`config.mk`:
```
export PLATFORM = sky130hd
export DESIGN_NAME = mem_window_router
export DESIGN_NICKNAME = d
export VERILOG_FILES = /design/src/rtl/mwr_pkg.sv /design/src/rtl/mwr_cfg_check.sv /design/src/rtl/mwr_port_select.sv /design/src/rtl/mwr_txn_ctrl.sv /design/src/rtl/mem_window_router.sv
export SDC_FILE = /design/constraint.sdc
export NUM_CORES = 1
export LEC_CHECK = 0
export BUFFER_PORTS_ARGS = -buffer_cell sky130_fd_sc_hd__buf_2
export CAP_MARGIN = 0
export CORE_AREA = 2 2 183 230
export CTS_CLUSTER_DIAMETER = 60
export DETAILED_ROUTE_END_ITERATION = 6
export DIE_AREA = 0 0 185 232
export PLACE_DENSITY_LB_ADDON = 0.05
export SLEW_MARGIN = 10
export SYNTH_ARGS = -nofsm -noshare
export SYNTH_HDL_FRONTEND = slang
export SYNTH_SLANG_ARGS = --single-unit
```
`constraint.sdc`:
```
create_clock -name clk -period 12.5 [get_ports clk]
set_input_delay 1.875 -clock clk [delete_from_list [all_inputs] [get_ports clk]]
set_output_delay 1.875 -clock clk [all_outputs]
set_load 0.05 [all_outputs]
```
`src/rtl/mwr_pkg.sv`:
```
package mwr_pkg;

  localparam int CNT_W        = 4;
  localparam int GRAN_W       = 3;
  localparam int LEN_W        = 4;
  localparam int GRAN_LOG2_LO = 8;   // 256-byte minimum granule
  localparam int SIZE_LOG2    = 28;  // window size unit
  localparam int MAX_GRAN_ENC = 6;

  typedef enum logic [1:0] {
    ST_IDLE = 2'd0,
    ST_FWD  = 2'd1,
    ST_WAIT = 2'd2,
    ST_RESP = 2'd3
  } txn_state_e;

  // Remainder of a 64-bit value by three: 4 == 1 (mod 3), so sum 2-bit digits.
  function automatic logic [1:0] mod3_fold(input logic [63:0] v);
    logic [2:0] acc;
    acc = 3'd0;
    for (int i = 0; i < 32; i++) begin
      acc = acc + {1'b0, v[2*i +: 2]};
      if (acc >= 3'd3) acc = acc - 3'd3;
    end
    return acc[1:0];
  endfunction

endpackage

```
`src/rtl/mwr_cfg_check.sv`:
```
module mwr_cfg_check
  import mwr_pkg::*;
#(
  parameter int HPA_W   = 48,
  parameter int MAX_TGT = 12,
  parameter bit EN_3X   = 1'b1
) (
  input  logic [HPA_W-1:0]  cfg_size,
  input  logic [CNT_W-1:0]  cfg_tgt_cnt,
  input  logic              cfg_gran_set,
  input  logic [GRAN_W-1:0] cfg_gran_enc,
  output logic [GRAN_W-1:0] gran_eff,
  output logic              cfg_ok
);

  logic size_ok;
  logic gran_ok;
  logic cnt_shape_ok;
  logic cnt_fits;

  assign size_ok  = (cfg_size[SIZE_LOG2-1:0] == '0) && (cfg_size != '0);
  assign gran_ok  = !cfg_gran_set || (cfg_gran_enc <= GRAN_W'(MAX_GRAN_ENC));
  assign gran_eff = cfg_gran_set ? cfg_gran_enc : '0;
  assign cnt_fits = (32'(cfg_tgt_cnt) <= MAX_TGT);

  generate
    if (EN_3X) begin : g_cnt_3x
      always_comb begin
        case (cfg_tgt_cnt)
          4'd1, 4'd2, 4'd4, 4'd8, 4'd3, 4'd6, 4'd12: cnt_shape_ok = 1'b1;
          default:                                   cnt_shape_ok = 1'b0;
        endcase
      end
    end else begin : g_cnt_pow2
      always_comb begin
        case (cfg_tgt_cnt)
          4'd1, 4'd2, 4'd4, 4'd8: cnt_shape_ok = 1'b1;
          default:                cnt_shape_ok = 1'b0;
        endcase
      end
    end
  endgenerate

  assign cfg_ok = size_ok && gran_ok && cnt_shape_ok && cnt_fits;

endmodule

```
`src/rtl/mwr_port_select.sv`:
```
module mwr_port_select
  import mwr_pkg::*;
#(
  parameter int HPA_W  = 48,
  parameter int PORT_W = 4,
  parameter bit EN_3X  = 1'b1
) (
  input  logic [HPA_W-1:0]  hpa,
  input  logic [GRAN_W-1:0] gran_eff,
  input  logic [CNT_W-1:0]  tgt_cnt,
  output logic [PORT_W-1:0] port_idx
);

  localparam int IDX_W = 4;

  logic [3:0]       shamt;
  logic [HPA_W-1:0] quo;
  logic [1:0]       rem3 [3];
  logic [IDX_W-1:0] idx_wide;

  assign shamt = 4'(GRAN_LOG2_LO) + 4'(gran_eff);
  assign quo   = hpa >> shamt;

  // count = 3 * 2^k: remainder is ((quo >> k) mod 3) placed above the low k bits
  generate
    for (genvar k = 0; k < 3; k++) begin : g_rem
      if (EN_3X) begin : g_on
        assign rem3[k] = mod3_fold(64'(quo >> k));
      end else begin : g_off
        assign rem3[k] = 2'd0;
      end
    end
  endgenerate

  always_comb begin
    case (tgt_cnt)
      4'd2:    idx_wide = {3'b000, quo[0]};
      4'd4:    idx_wide = {2'b00, quo[1:0]};
      4'd8:    idx_wide = {1'b0, quo[2:0]};
      4'd3:    idx_wide = {2'b00, rem3[0]};
      4'd6:    idx_wide = {1'b0, rem3[1], quo[0]};
      4'd12:   idx_wide = {rem3[2], quo[1:0]};
      default: idx_wide = '0;
    endcase
  end

  assign port_idx = idx_wide[PORT_W-1:0];

endmodule

```
`src/rtl/mwr_txn_ctrl.sv`:
```
module mwr_txn_ctrl
  import mwr_pkg::*;
#(
  parameter int HPA_W  = 48,
  parameter int DATA_W = 64,
  parameter int PORT_W = 4
) (
  input  logic              clk,
  input  logic              rst_n,
  input  logic              req_valid,
  input  logic              req_write,
  input  logic [LEN_W-1:0]  req_len,
  input  logic [DATA_W-1:0] req_wdata,
  input  logic              route_ok,
  input  logic [PORT_W-1:0] sel_port,
  input  logic [HPA_W-1:0]  sel_hpa,
  output logic              req_ready,
  output logic              dn_valid,
  input  logic              dn_ready,
  output logic [PORT_W-1:0] dn_port,
  output logic [HPA_W-1:0]  dn_hpa,
  output logic              dn_write,
  output logic [LEN_W-1:0]  dn_len,
  output logic [DATA_W-1:0] dn_wdata,
  input  logic              dn_rsp_valid,
  input  logic              dn_rsp_err,
  input  logic [DATA_W-1:0] dn_rsp_rdata,
  output logic              rsp_valid,
  input  logic              rsp_ready,
  output logic              rsp_err,
  output logic [DATA_W-1:0] rsp_rdata
);

  txn_state_e        state_q, state_d;
  logic [PORT_W-1:0] port_q;
  logic [HPA_W-1:0]  hpa_q;
  logic              write_q;
  logic [LEN_W-1:0]  len_q;
  logic [DATA_W-1:0] wdata_q;
  logic              err_q, err_d;
  logic [DATA_W-1:0] rdata_q, rdata_d;
  logic              accept;
  logic              rsp_load;

  assign accept   = (state_q == ST_IDLE) && req_valid;
  assign rsp_load = accept || ((state_q == ST_WAIT) && dn_rsp_valid);

  always_comb begin
    state_d = state_q;
    err_d   = err_q;
    rdata_d = rdata_q;
    case (state_q)
      ST_IDLE: begin
        if (req_valid) begin
          // a request that cannot be routed is answered locally
          state_d = route_ok ? ST_FWD : ST_RESP;
          err_d   = !req_write;
          rdata_d = '0;
        end
      end
      ST_FWD: begin
        if (dn_ready) state_d = ST_WAIT;
      end
      ST_WAIT: begin
        if (dn_rsp_valid) begin
          state_d = ST_RESP;
          err_d   = dn_rsp_err;
          rdata_d = write_q ? '0 : dn_rsp_rdata;
        end
      end
      ST_RESP: begin
        if (rsp_ready) state_d = ST_IDLE;
      end
      default: state_d = ST_IDLE;
    endcase
  end

  always_ff @(posedge clk or negedge rst_n) begin
    if (!rst_n) begin
      state_q <= ST_IDLE;
    end else begin
      state_q <= state_d;
    end
  end

  always_ff @(posedge clk or negedge rst_n) begin
    if (!rst_n) begin
      port_q  <= '0;
      hpa_q   <= '0;
      write_q <= 1'b0;
      len_q   <= '0;
      wdata_q <= '0;
    end else if (accept) begin
      port_q  <= sel_port;
      hpa_q   <= sel_hpa;
      write_q <= req_write;
      len_q   <= req_len;
      wdata_q <= req_wdata;
    end
  end

  always_ff @(posedge clk or negedge rst_n) begin
    if (!rst_n) begin
      err_q   <= 1'b0;
      rdata_q <= '0;
    end else if (rsp_load) begin
      err_q   <= err_d;
      rdata_q <= rdata_d;
    end
  end

  assign req_ready = (state_q == ST_IDLE);
  assign dn_valid  = (state_q == ST_FWD);
  assign rsp_valid = (state_q == ST_RESP);
  assign dn_port   = port_q;
  assign dn_hpa    = hpa_q;
  assign dn_write  = write_q;
  assign dn_len    = len_q;
  assign dn_wdata  = wdata_q;
  assign rsp_err   = err_q;
  assign rsp_rdata = rdata_q;

endmodule

```
`src/rtl/mem_window_router.sv`:
```
module mem_window_router
  import mwr_pkg::*;
#(
  parameter int HPA_W   = 48,
  parameter int OFS_W   = 34,
  parameter int DATA_W  = 64,
  parameter int MAX_TGT = 12,
  parameter bit EN_3X   = 1'b1,
  localparam int PORT_W = (MAX_TGT > 1) ? $clog2(MAX_TGT) : 1
) (
  input  logic               clk,
  input  logic               rst_n,
  input  logic [HPA_W-1:0]   cfg_base,
  input  logic [HPA_W-1:0]   cfg_size,
  input  logic [CNT_W-1:0]   cfg_tgt_cnt,
  input  logic               cfg_gran_set,
  input  logic [GRAN_W-1:0]  cfg_gran_enc,
  input  logic               cfg_passthru,
  input  logic [MAX_TGT-1:0] tgt_present,
  output logic               cfg_err,
  input  logic               req_valid,
  output logic               req_ready,
  input  logic               req_write,
  input  logic [OFS_W-1:0]   req_ofs,
  input  logic [LEN_W-1:0]   req_len,
  input  logic [DATA_W-1:0]  req_wdata,
  output logic               dn_valid,
  input  logic               dn_ready,
  output logic [PORT_W-1:0]  dn_port,
  output logic [HPA_W-1:0]   dn_hpa,
  output logic               dn_write,
  output logic [LEN_W-1:0]   dn_len,
  output logic [DATA_W-1:0]  dn_wdata,
  input  logic               dn_rsp_valid,
  input  logic               dn_rsp_err,
  input  logic [DATA_W-1:0]  dn_rsp_rdata,
  output logic               rsp_valid,
  input  logic               rsp_ready,
  output logic               rsp_err,
  output logic [DATA_W-1:0]  rsp_rdata
);

  localparam int MAX_LEN = DATA_W / 8;

  logic [1:0]        rst_pipe_q;
  logic              rst_int_n;
  logic [GRAN_W-1:0] gran_eff;
  logic              cfg_ok;
  logic [HPA_W-1:0]  hpa;
  logic [PORT_W-1:0] ilv_port;
  logic [PORT_W-1:0] sel_port;
  logic              in_window;
  logic              len_ok;
  logic              port_here;
  logic              route_ok;

  // asynchronous assertion, synchronous release
  always_ff @(posedge clk or negedge rst_n) begin
    if (!rst_n) begin
      rst_pipe_q <= 2'b00;
    end else begin
      rst_pipe_q <= {rst_pipe_q[0], 1'b1};
    end
  end
  assign rst_int_n = rst_pipe_q[1];

  mwr_cfg_check #(
    .HPA_W  (HPA_W),
    .MAX_TGT(MAX_TGT),
    .EN_3X  (EN_3X)
  ) u_cfg (
    .cfg_size    (cfg_size),
    .cfg_tgt_cnt (cfg_tgt_cnt),
    .cfg_gran_set(cfg_gran_set),
    .cfg_gran_enc(cfg_gran_enc),
    .gran_eff    (gran_eff),
    .cfg_ok      (cfg_ok)
  );

  assign hpa = cfg_base + HPA_W'(req_ofs);

  mwr_port_select #(
    .HPA_W (HPA_W),
    .PORT_W(PORT_W),
    .EN_3X (EN_3X)
  ) u_sel (
    .hpa     (hpa),
    .gran_eff(gran_eff),
    .tgt_cnt (cfg_tgt_cnt),
    .port_idx(ilv_port)
  );

  assign sel_port  = cfg_passthru ? '0 : ilv_port;
  assign in_window = (HPA_W'(req_ofs) < cfg_size);
  assign len_ok    = (req_len != '0) && (32'(req_len) <= MAX_LEN);
  assign port_here = (32'(sel_port) < MAX_TGT) ? tgt_present[sel_port] : 1'b0;
  assign route_ok  = cfg_ok && in_window && len_ok && port_here;
  assign cfg_err   = !cfg_ok;

  mwr_txn_ctrl #(
    .HPA_W (HPA_W),
    .DATA_W(DATA_W),
    .PORT_W(PORT_W)
  ) u_ctrl (
    .clk         (clk),
    .rst_n       (rst_int_n),
    .req_valid   (req_valid),
    .req_write   (req_write),
    .req_len     (req_len),
    .req_wdata   (req_wdata),
    .route_ok    (route_ok),
    .sel_port    (sel_port),
    .sel_hpa     (hpa),
    .req_ready   (req_ready),
    .dn_valid    (dn_valid),
    .dn_ready    (dn_ready),
    .dn_port     (dn_port),
    .dn_hpa      (dn_hpa),
    .dn_write    (dn_write),
    .dn_len      (dn_len),
    .dn_wdata    (dn_wdata),
    .dn_rsp_valid(dn_rsp_valid),
    .dn_rsp_err  (dn_rsp_err),
    .dn_rsp_rdata(dn_rsp_rdata),
    .rsp_valid   (rsp_valid),
    .rsp_ready   (rsp_ready),
    .rsp_err     (rsp_err),
    .rsp_rdata   (rsp_rdata)
  );

endmodule

```
==> results of run 1 <==
-- through the flow --
stage,cells,cell area (sq um)
after detailed placement,4830,35900
after floorplan,2938,26100
after global placement,4830,35900
-- kinds of logic after synthesis --
kind of cell / Yosys count / synth area share
muxes: 203 / 0.0918
AOI/OAI and AO/OA: 716 / 0.204
other: 1 / 0.000154
buffers and inverters: 255 / 0.0395
and+or+nand+nor: 1067 / 0.212
DFF: 190 / 0.196
adders and majority gates: 367 / 0.206
xor gates and xnor gates: 139 / 0.0504
==> reports/results.ini, run 1 <==
[status]
status=stopped before the end
stop_stage=clock tree synthesis
firstError=[ERROR DPL-0038] Utilization greater than 100%, impossible to legalize

[synthesis]
yosys-top-cells-area=dfrtp_1 (20%), ha_1 (16%), mux2_2 (6.5%), nand2_1 (5.5%), fa_1 (4.6%)
synth_seq_area_share=0.196
synth.net_count=3596
synth_edf_count=0
synthDistinctLibCells=118
postSynthAreaPerCell_sq_um=8.27
yosysMostFrequentCell=nand2_1
synth_top_area_cell=dfrtp_1
synth_flop_cell=dfrtp_1
async_flop_share=1.00
synth_top_area_frac=0.196
synth_commonest_cells=nand2_1 (355), ha_1 (311), nor2_1 (203)
synth-seq-cells=190
netlist_area_sq_um=24300
yosysWarnings=0
syn_inst=2938

[floorplanning]
die_y_microns=232
start_util=0.597
rows=83
die-width_microns=185
io_pins=481

[clock_tree]
cts.sinks=190
cts_resized=514
cts_buffer_depth=2
post_cts_buffers=260
cts_hold_buf=0
cts-root-buf=clkbuf_16
cts_buffers=17
h-tree-depth=4

[placed_design]
dpl.hpwl_microns=84400
dp_slack_ns=-38.03
port_buffers=480
globalplace.congestion=1.05

==> inputs of run 2 (changes only) <==
- CORE_AREA: 2 2 183 230 -> 2 2 250 252
- CTS_CLUSTER_DIAMETER: 60 -> not set
- DIE_AREA: 0 0 185 232 -> 0 0 252 254
- PLACE_DENSITY_LB_ADDON: 0.05 -> 0.15
==> reports/results.ini, run 2 <==
[detailed_routing]
top_layer=met5
met1_length_microns=38100
wl_microns=99200
avgRoutedWirePerCell_microns=18.8
wl_met3_microns=5230
drt_iter0_markers=1338
wl_met2_microns=50400
vias_per_cell=5.31
ant_nets=0
vias=28000
drt_pass1_iterations=5
drc_errors=0

[critical_path]
crit_slowest_cell=or4_4
cp_max_fo=5
critPathMaxStageDelay_ns=0.54
path_common_cell=ha_4
crit_path_start_kind=input pin
cp.required_ns=12.84
criticalPathCategory=input pin to flop
crit_family=adder cells
path_buf_inv=11
crit_path_end_kind=flop
cp.arrival_ns=48.46

[synthesis]
synth_edf_count=0
synth-seq-cells=190
postSynthAreaPerCell_sq_um=8.27
synthDistinctLibCells=118
synth_seq_area_share=0.196
synth_flop_cell=dfrtp_1
synth.net_count=3596
netlist_area_sq_um=24300
synth_top_area_cell=dfrtp_1
synth_commonest_cells=nand2_1 (355), ha_1 (311), nor2_1 (203)
yosysMostFrequentCell=nand2_1
synth_top_area_frac=0.196
yosys-top-cells-area=dfrtp_1 (20%), ha_1 (16%), mux2_2 (6.5%), nand2_1 (5.5%), fa_1 (4.6%)
async_flop_share=1.00
yosysWarnings=0
syn_inst=2938

[placed_design]
port_buffers=480
dp_slack_ns=-37.06
dpl.hpwl_microns=81500
globalplace.congestion=1.00

[clock_tree]
cts-root-buf=clkbuf_16
cts_buffers=17
h-tree-depth=4
clk_pin_slew_ns=0.10
cts_buffer_depth=2
insertion_delay_ns=0.48
cts_tree=built
cts.sinks=190

[sta]
fmax_mhz=20.8
tns_ns=-174.43
worstMarginPinSlew_ns=1.10
rsz0062_at_grt=yes
slew-limit-headroom=0.268
setup_viol=5
finalCritPeriodShare=3.85
layout_setup_ws_ns=-35.62
min_period_ns=48.12
final-max-slew-violation-count=0
finalClockSkew_ns=0.0172
hold_violations=0

[floorplanning]
die-width_microns=252
die_y_microns=254
rows=91
core_sq_um=61300
die-area_sq_um=64000
start_util=0.396
io_pins=481

[final_layout]
areaGrowthSynthToFinish_pct=63.2
mostFrequentLayoutCell=buf_4
layout_common_cells=buf_4 (1103), buf_2 (478), nand2_1 (335)
drive_gt1_frac=0.526
nFillCells=5179
nets=5120

[global_routing]
antenna_found_initial=36
grt_util_all_layers=0.301
grt_max_degree=141
grt_pass1_wl_microns=153000
grt_overflow=0
grt_pass1_vias=29600

[status]
status=finished with violations
failed_checks=setup timing

[flow_run]
maxCapViolCount=0

[hold_path]
worstHoldPathType=flop to flop

-- run 2: through the flow --
stage | utilization | cells | hold slack, ns | area, sq um
2_1_floorplan | - | 2938 | 0.331 | 26100
3_3_place_gp | 0.593 | 5088 | 0.337 | 36300
3_5_place_dp | 0.593 | 5088 | 0.343 | 36300
4_1_cts | 0.632 | 5218 | 0.362 | 38700
5_1_grt | 0.647 | 5274 | 0.383 | 39600
6_report | 0.647 | 5282 | 0.358 | 39600
-- run 2: cell type report --
cell class              count  area, sq um  share of cell area
clock inverters            15          223             0.00562
clock buffers              17          425              0.0107
well taps                 790          988              0.0249
flip-flops and latches    190         4760               0.120
repair buffers           1591        10800               0.272
inverters                 169          642              0.0162
diodes                     17         42.5             0.00107
multi-input cells        2493        21800               0.549
-- run 2: kinds of logic (layout without fill, tap and decap cells) --
kind of cell | count (synthesis) | count (layout) | synth area share
XOR/XNOR | 139 | 139 | 0.0504
AO/OA/AOI/OAI | 716 | 716 | 0.204
multiplexers | 203 | 203 | 0.0918
adder cells (fa/ha/maj) | 367 | 367 | 0.206
AND/OR/NAND/NOR | 1067 | 1067 | 0.212
buffers and inverters | 255 | 1792 | 0.0395
other | 1 | 18 | 0.000154
flip-flops | 190 | 190 | 0.196
-- run 2: path summary, 6_finish.rpt --
kind	end	startpoint	slack (ns)	cells after the start
max reg2reg	u_ctrl.dn_hpa[25]	u_ctrl.state_q[1]	9.41	5
max in group asynchronous	u_ctrl.rsp_rdata[10]	rst_pipe_q[1]	10.73	1
min in group asynchronous	u_ctrl.dn_wdata[18]	rst_pipe_q[1]	0.41	0
max	u_ctrl.state_q[1]	cfg_base[1]	-35.62	246
min	rst_pipe_q[1]	rst_pipe_q[0]	0.36	0
min reg2reg	rst_pipe_q[1]	rst_pipe_q[0]	0.36	0
-- run 2: timing repair --
item	in CTS	in global routing
buffers inserted	98	47
pin swaps	163	139
hold buffers	0	0
setup endpoints to repair	5	5
resized for setup	195	100
-- run 2: metal layers --
metal  vias to the layer above  global-route usage
met5                         -                   0
met4                        26               0.151
met3                       197              0.0604
met2                       588               0.554
met1                     13500               0.327
li1                      13800                   -
Power of run 2 is not shown: default switching activity piles up to over one toggle a cycle in this logic, so the estimate is an artifact.
